File: src/rtl/clkout_pkg.sv
package clkout_pkg;
  typedef struct packed {
    logic out_en;
    logic ct_sel;
    logic run;
  } ctrl_t;

  localparam int unsigned CTRL_W = $bits(ctrl_t);
endpackage

File: src/rtl/clkout_rst_sync.sv
module clkout_rst_sync (
  input  logic clk,
  input  logic rst_n,
  output logic rst_sync_n
);
  logic [1:0] sync_q;
  logic [1:0] sync_d;

  always_comb sync_d = {sync_q[0], 1'b1};

  always_ff @(posedge clk or negedge rst_n) begin
    if (!rst_n) sync_q <= '0;
    else        sync_q <= sync_d;
  end

  assign rst_sync_n = sync_q[1];
endmodule

File: src/rtl/clkout_regs.sv
module clkout_regs
  import clkout_pkg::*;
#(
  parameter int unsigned DATA_W = 8,
  parameter int unsigned NBYTES = 2,
  parameter int unsigned ADDR_W = 2
) (
  input  logic                       clk,
  input  logic                       rst_n,
  input  logic                       wr_en,
  input  logic [ADDR_W-1:0]          wr_addr,
  input  logic [DATA_W-1:0]          wr_data,
  output ctrl_t                      ctrl_o,
  output logic [NBYTES*DATA_W-1:0]   reload_o
);
  ctrl_t ctrl_q, ctrl_d;
  logic  ctrl_en;

  // control byte sits at address 0
  always_comb begin
    ctrl_en = wr_en && (wr_addr == '0);
    ctrl_d  = ctrl_t'(wr_data[CTRL_W-1:0]);
  end

  always_ff @(posedge clk or negedge rst_n) begin
    if (!rst_n)       ctrl_q <= '0;
    else if (ctrl_en) ctrl_q <= ctrl_d;
  end

  // reload bytes at addresses 1..NBYTES, least significant first
  for (genvar b = 0; b < NBYTES; b++) begin : g_rld
    logic [DATA_W-1:0] byte_q;
    logic              byte_en;

    always_comb byte_en = wr_en && (wr_addr == ADDR_W'(b + 1));

    always_ff @(posedge clk or negedge rst_n) begin
      if (!rst_n)       byte_q <= '0;
      else if (byte_en) byte_q <= wr_data;
    end

    assign reload_o[b*DATA_W +: DATA_W] = byte_q;
  end

  assign ctrl_o = ctrl_q;
endmodule

File: src/rtl/clkout_prescale.sv
module clkout_prescale (
  input  logic clk,
  input  logic rst_n,
  input  logic run_i,
  output logic tick_o
);
  logic phase_q, phase_d;

  always_comb phase_d = ~phase_q;

  always_ff @(posedge clk or negedge rst_n) begin
    if (!rst_n)     phase_q <= 1'b0;
    else if (run_i) phase_q <= phase_d;
  end

  // one count step every second running clock
  assign tick_o = run_i & phase_q;
endmodule

File: src/rtl/clkout_counter.sv
module clkout_counter #(
  parameter int unsigned CNT_W = 16
) (
  input  logic             clk,
  input  logic             rst_n,
  input  logic             tick_i,
  input  logic [CNT_W-1:0] reload_i,
  output logic             roll_o
);
  logic [CNT_W-1:0] cnt_q, cnt_d;

  // rollover loads the reload value in place of zero
  always_comb begin
    roll_o = tick_i & (&cnt_q);
    cnt_d  = roll_o ? reload_i : cnt_q + 1'b1;
  end

  always_ff @(posedge clk or negedge rst_n) begin
    if (!rst_n)      cnt_q <= '0;
    else if (tick_i) cnt_q <= cnt_d;
  end
endmodule

File: src/rtl/clkout_gen.sv
module clkout_gen
  import clkout_pkg::*;
#(
  parameter  int unsigned DATA_W = 8,
  parameter  int unsigned CNT_W  = 16,
  localparam int unsigned NBYTES = CNT_W / DATA_W,
  localparam int unsigned ADDR_W = $clog2(NBYTES + 1)
) (
  input  logic              clk,
  input  logic              rst_n,
  input  logic              wr_en,
  input  logic [ADDR_W-1:0] wr_addr,
  input  logic [DATA_W-1:0] wr_data,
  input  logic              io_val,
  output logic              clk_out,
  output logic              pin_oe,
  output logic              roll_stb,
  output logic              irq_stb
);
  logic             rst_sync_n;
  ctrl_t            ctrl;
  logic [CNT_W-1:0] reload;
  logic             run_eff, mode, tick, roll;
  logic             tog_q, tog_d, roll_q, roll_d, irq_q, irq_d;

  clkout_rst_sync u_rst (.clk(clk), .rst_n(rst_n), .rst_sync_n(rst_sync_n));

  clkout_regs #(.DATA_W(DATA_W), .NBYTES(NBYTES), .ADDR_W(ADDR_W)) u_regs (
    .clk(clk), .rst_n(rst_sync_n), .wr_en(wr_en), .wr_addr(wr_addr),
    .wr_data(wr_data), .ctrl_o(ctrl), .reload_o(reload)
  );

  always_comb begin
    run_eff = ctrl.run & ~ctrl.ct_sel;
    mode    = ctrl.out_en & ~ctrl.ct_sel;
  end

  clkout_prescale u_pre (.clk(clk), .rst_n(rst_sync_n), .run_i(run_eff), .tick_o(tick));

  clkout_counter #(.CNT_W(CNT_W)) u_cnt (
    .clk(clk), .rst_n(rst_sync_n), .tick_i(tick), .reload_i(reload), .roll_o(roll)
  );

  always_comb begin
    tog_d  = mode & (tog_q ^ roll);
    roll_d = roll;
    irq_d  = roll & ~mode;
  end

  always_ff @(posedge clk or negedge rst_sync_n) begin
    if (!rst_sync_n) begin
      tog_q  <= 1'b0;
      roll_q <= 1'b0;
      irq_q  <= 1'b0;
    end else begin
      tog_q  <= tog_d;
      roll_q <= roll_d;
      irq_q  <= irq_d;
    end
  end

  assign pin_oe   = mode;
  assign clk_out  = mode ? tog_q : io_val;
  assign roll_stb = roll_q;
  assign irq_stb  = irq_q;
endmodule

File: config.mk
export PLATFORM = sky130hd
export DESIGN_NAME = clkout_gen
export DESIGN_NICKNAME = d
export VERILOG_FILES = /design/src/rtl/clkout_pkg.sv /design/src/rtl/clkout_rst_sync.sv /design/src/rtl/clkout_regs.sv /design/src/rtl/clkout_prescale.sv /design/src/rtl/clkout_counter.sv /design/src/rtl/clkout_gen.sv
export SDC_FILE = /design/constraint.sdc
export NUM_CORES = 1
export LEC_CHECK = 0
export ABC_AREA = 0
export BUFFER_PORTS_ARGS = -buffer_cell sky130_fd_sc_hd__buf_2
export CAP_MARGIN = 0
export CORE_ASPECT_RATIO = 0.7
export CORE_MARGIN = 3
export CORE_UTILIZATION = 52
export CTS_CLUSTER_SIZE = 25
export DETAILED_ROUTE_END_ITERATION = 12
export MAX_ROUTING_LAYER = met4
export PLACE_DENSITY_LB_ADDON = 0.15
export RECOVER_POWER = 100
export SYNTH_ARGS = -nofsm -noshare
export SYNTH_HDL_FRONTEND = slang
export SYNTH_SLANG_ARGS = --single-unit
File: constraint.sdc
create_clock -name clk -period 1.3 [get_ports clk]
set_clock_uncertainty 0.1 [all_clocks]
set_input_delay 0.195 -clock clk [delete_from_list [all_inputs] [get_ports clk]]
set_output_delay 0.195 -clock clk [all_outputs]
set_load 0.1 [all_outputs]
# Word-level counts from Yosys, hierarchy flattened
# Cells that the tools add are included.
[classes]
addsub = 1
eq_ne = 2
n_bitwise = 10
mux = 2
n_reduce_logical = 5
[op_table]
columns = ["op", "n"]
rows = [
  ["16-bit by 1-bit adder with 16-bit output (second input constant)", 1],
  ["16-bit 2-to-1 mux", 1],
  ["16-bit AND reduction", 1],
  ["1-bit bitwise AND", 6],
  ["1-bit logical AND", 3],
  ["1-bit NOT", 3],
  ["2-bit by 1-bit equality test with 1-bit output (second input constant)", 1],
  ["2-bit equality test (second input constant)", 1],
  ["2-bit logical NOT", 1],
  ["1-bit 2-to-1 mux", 1],
  ["1-bit XOR", 1],
]
[totals]
in_bits = 14
register_bits = 41
wordCells = 31

# Logic depth before layout (Yosys ltp)
[logic_depth]
ltp_word = 6
ltp_mapped = 6
depth_no_buf = 5

# Cells and area by module
# A second synthesis with hierarchy kept.
[hier_totals]
cells_unflattened = 172
hier_area_um2 = 1966.9
[modules_own_cells]
columns = ["module", "cells_each", "seq_area_each_um2", "area_each_um2", "instances"]
rows = [
  ["clkout_counter", 115, 400.4, 987.2, 1],
  ["clkout_regs", 41, 475.5, 748.2, 1],
  ["clkout_gen", 10, 75.1, 136.4, 1],
  ["clkout_rst_sync", 3, 50.0, 53.8, 1],
  ["clkout_prescale", 3, 25.0, 41.3, 1],
]

# Worst setup path before layout
# Ideal clock, no wire load.
[synth_timing]
kind = "register to output"
from = "register u_regs.ctrl_q (netlist bit u_regs.ctrl_o[1])"
to = "output clk_out"
arrival_ns = 2.590
stages_incl_launch_ff = 3
n_path_buf = 0
slack_ns = -1.585
cell_sequence = "dfrtp_1 nor2b_1 mux2_2"
[synth_between]
elab_chain_cells = 3
[synth_rtl]
columns = ["element", "line", "text"]
rows = [
  ["from (decl)", "clkout_regs.sv:16", "ctrl_t ctrl_q, ctrl_d;"],
  ["from (signal assigned)", "clkout_regs.sv:27", "else if (ctrl_en) ctrl_q <= ctrl_d;"],
  ["1-bit NOT", "clkout_gen.sv:35", "mode = ctrl.out_en & ~ctrl.ct_sel;"],
  ["1-bit bitwise AND", "clkout_gen.sv:35", ""],
  ["net pin_oe", "clkout_gen.sv:16", "output logic pin_oe,"],
  ["1-bit 2-to-1 mux", "clkout_gen.sv:63", "assign clk_out = mode ? tog_q : io_val;"],
  ["to (decl)", "clkout_gen.sv:15", "output logic clk_out,"],
]
# The timed path passes the listed nets, and every way through them passes these cells.

# Final worst setup path
[layout_timing]
from = "register u_regs.ctrl_q (netlist bit u_regs.ctrl_o[1])"
to = "output clk_out"
[layout_between]
elab_chain_cells = 3
[layout_rtl]
columns = ["element", "line"]
rows = [
  ["1-bit NOT", "clkout_gen.sv:35"],
  ["1-bit bitwise AND", "clkout_gen.sv:35"],
  ["1-bit 2-to-1 mux", "clkout_gen.sv:63"],
]
# No other way between the ends.

==> impl_metrics.ini <==
[clock_tree]
root_buffer = clkbuf_8
cts_tree = done
cts_buffer_depth = 2
htreeDepth = 2
clkSlewWorstSetupHoldPaths_ns = 0.08
clk_latency_ns = 0.30
cts_buffers = 5
cts.sinks = 41

[pwr]
total_power_uw = 3915
power_density_nw_per_um2 = 1373
ir_drop_v = 0.001073
power.leakage_uw = 0.001249

[routing]
postRouteAntennaNets = 0
drt_pass1_iterations = 4
num_vias = 1868
routed_wl_mm = 5.895
routed_via_density = 6.185
drt_iter0_markers = 140
drc_errors = 0
avgRoutedWirePerCell_um = 19.52

[placed_design]
numPortBuffers = 17
dpl_cell_area_um2 = 2572
hpwlAfterDp_mm = 3.745
dp_slack_ns = -0.5138
gp_congestion = 0.9732

[logic_synthesis]
yosys.cell_types.count = 43
synth_common_cells = dfrtp_1, mux2_2, a21oi_1
synth.cell_area_um2 = 1981
synth_ff_type = dfrtp_1
yosys.cell_count.top_type = dfrtp_1
avgSynthCellArea_um2 = 11.19
synth_top_cell_by_area = dfrtp_1
seq_area_frac_synth_pct = 51.80
synth_top_area_share_pct = 51.80
synth_fp_nets = 192
synth_edf_count = 0
synth_seq_cells = 41
synth_area_leaders = dfrtp_1, mux2_2, a21oi_1, nand3_1, nor3_1
ys_async_sr_fraction_pct = 100.0
netlist_instances = 177
yosysWarnings = 0

[hold_path]
worstHoldStart = wr_data[3]
holdCritPathClass = input pin to flop
min_to = u_regs.g_rld[0].byte_q[3]$_DFFE_PN0P_
min_path_cells = 2

[worst_setup_path]
cp_max_fo = 2
arrival_ns = 1.54
worstPathRequired_ns = 1.00
r2r-end = u_cnt.cnt_q[13]$_DFFE_PN0P_
startpoint_type = flop
crit_buf_inv = 2
r2r_setup_slack_ns = -0.52
path_cells = clkbuf_1 > nor2b_4 > mux2_4 > buf_12
r2r_start = u_cnt.cnt_q[0]$_DFFE_PN0P_
r2r.worst_path.cells = 5
path_class = flop to output pin
cp_slowest_cell = dfrtp_1
path_delay_family = flip-flops
endpoint_kind = output pin
slowest_delay_ns = 0.38

[outcome]
violations = setup timing
status = complete, but fails checks

[final_layout]
final_util_pct = 79.63
final_area_um2 = 2851
final_net_count = 266
layout-drive-gt1-share_pct = 51.19
n_antenna_cell = 0
syn_to_final_growth_pct = 43.97

[global_routing]
busiest_layer = met2
grt_pass1_vias = 1853
grt_max_degree = 40
grt_usage_pct = 27.02
grt_pass1_wl_mm = 9.128
global_route.usage.met3_pct = 6.832
met1_usage_pct = 36.83
grt_use_met2_pct = 41.50
grt_antenna_before_repair = 0
grt_overflow_total = 0

[sta]
grt_setup_unrepaired = true
setup_violations = 21
finalHoldViolations = 0
setup_ws_ns = -0.5372
worst_slew_pin_slew_ns = 0.5419
period_minus_slack_ns = 1.837
maxSlewViolCount = 0
finalSetupTns_ns = -8.927
maxSlewHeadroom_pct = 63.88
period_share_pct = 141.3
max_freq_mhz = 544.3

[floorplan]
io_pins = 18
start_util_pct = 55.31
dieWidth_um = 79.77
dieHeight_um = 57.64
die-area_um2 = 4597
row_count = 18
core-area_um2 = 3581

[job]
cap_violations = 0
## worst reg2reg max path, stage by stage (launching register included)
cell and delay [ns]:
dfrtp_1 0.42, ha_4 0.17, nand3_4 0.08, or3_4 0.43, o211a_1 0.23, a311o_1 0.27
## how the worst max path moves through the flow
stage,from,end,cells past startpoint,slack (ns)
6_report,u_regs.ctrl_o[1]$_DFFE_PN0P_,clk_out,4,-0.54
5_1_grt,u_cnt.cnt_q[0]$_DFFE_PN0P_,u_cnt.cnt_q[13]$_DFFE_PN0P_,5,-0.58
4_1_cts,u_cnt.cnt_q[0]$_DFFE_PN0P_,u_cnt.cnt_q[13]$_DFFE_PN0P_,5,-0.48
3_5_place_dp,u_cnt.cnt_q[0]$_DFFE_PN0P_,u_cnt.cnt_q[9]$_DFFE_PN0P_,6,-0.51
3_3_place_gp,u_cnt.cnt_q[0]$_DFFE_PN0P_,u_cnt.cnt_q[9]$_DFFE_PN0P_,6,-0.47
2_1_floorplan,u_cnt.cnt_q[0]$_DFFE_PN0P_,u_cnt.cnt_q[13]$_DFFE_PN0P_,6,-0.59
## cell usage in the layout, fill, tap and decap left out, types with 6 or more instances in the layout
cell	n
buf_4	43
dfrtp_1	40
mux2_2	20
buf_6	11
buf_2	10
a21oi_1	9
nor2_1	8
nand3_1	7
nand4_1	6
clkbuf_1	6
## report_power, final
group / internal [uW] / switching [uW]
clock network: 379 / 466
logic: 715 / 670
registers: 1490 / 201
## state kept, by name (all words and copies together) (netlist names)
| register | count |
|---|---|
| u_rst.sync_q | 2 |
| u_pre.phase_q | 1 |
| u_regs.ctrl_o | 3 |
| roll_stb | 1 |
| u_regs.g_rld.byte_q | 16 |
| u_cnt.cnt_q | 16 |
| tog_q | 1 |
| irq_stb | 1 |
## kinds of logic (layout without fill, tap and decap cells)
family | after synthesis | count (layout) | synth area share [%]
compound gates | 36 | 36 | 11.69
xor+xnor | 1 | 1 | 0.4423
fa+ha+maj | 1 | 1 | 0.6316
buf+inv | 11 | 86 | 2.969
flops | 41 | 41 | 51.80
mux | 22 | 22 | 12.44
other cells | 1 | 1 | 0.1893
simple gates | 64 | 64 | 19.84
## per-stage QoR
stage / cells / hold WS, ns
finish: 302 / 0.04166
global route: 302 / 0.02407
CTS: 298 / 0.04802
detailed placement: 285 / -0.1160
global placement: 285 / -0.1203
floorplan: 177 / -0.2006
## area by class of cell
| class | instances | area, um^2 |
|---|---|---|
| tap | 50 | 62.56 |
| timing repair buffer | 75 | 588.1 |
| inverter | 3 | 11.26 |
| sequential | 41 | 1027 |
| clock buffer | 6 | 72.57 |
| fill | 208 | 729.5 |
| multi-input combinational | 125 | 1075 |
| clock inverter | 2 | 15.01 |
## routing by layer
metal | part of all wire, % | vias to the layer above | routed length, um
met1 | 41 | 937 | 2444
met3 | 8.2 | 14 | 485
met2 | 48 | 96 | 2825
met5 | 0 | - | 0
li1 | - | 821 | -
met4 | 2.4 | 0 | 140
## timing repair
action | 4_1_cts | 5_1_grt
pin swaps | 12 | 12
setup buffers | 4 | 6
endpoints found under the setup margin | 21 | 21
endpoints found under the hold margin | 2 | 0
hold buffers | 1 | 0
gates resized for setup | 30 | 13
No activity file was read; power rests on OpenSTA's default activity.
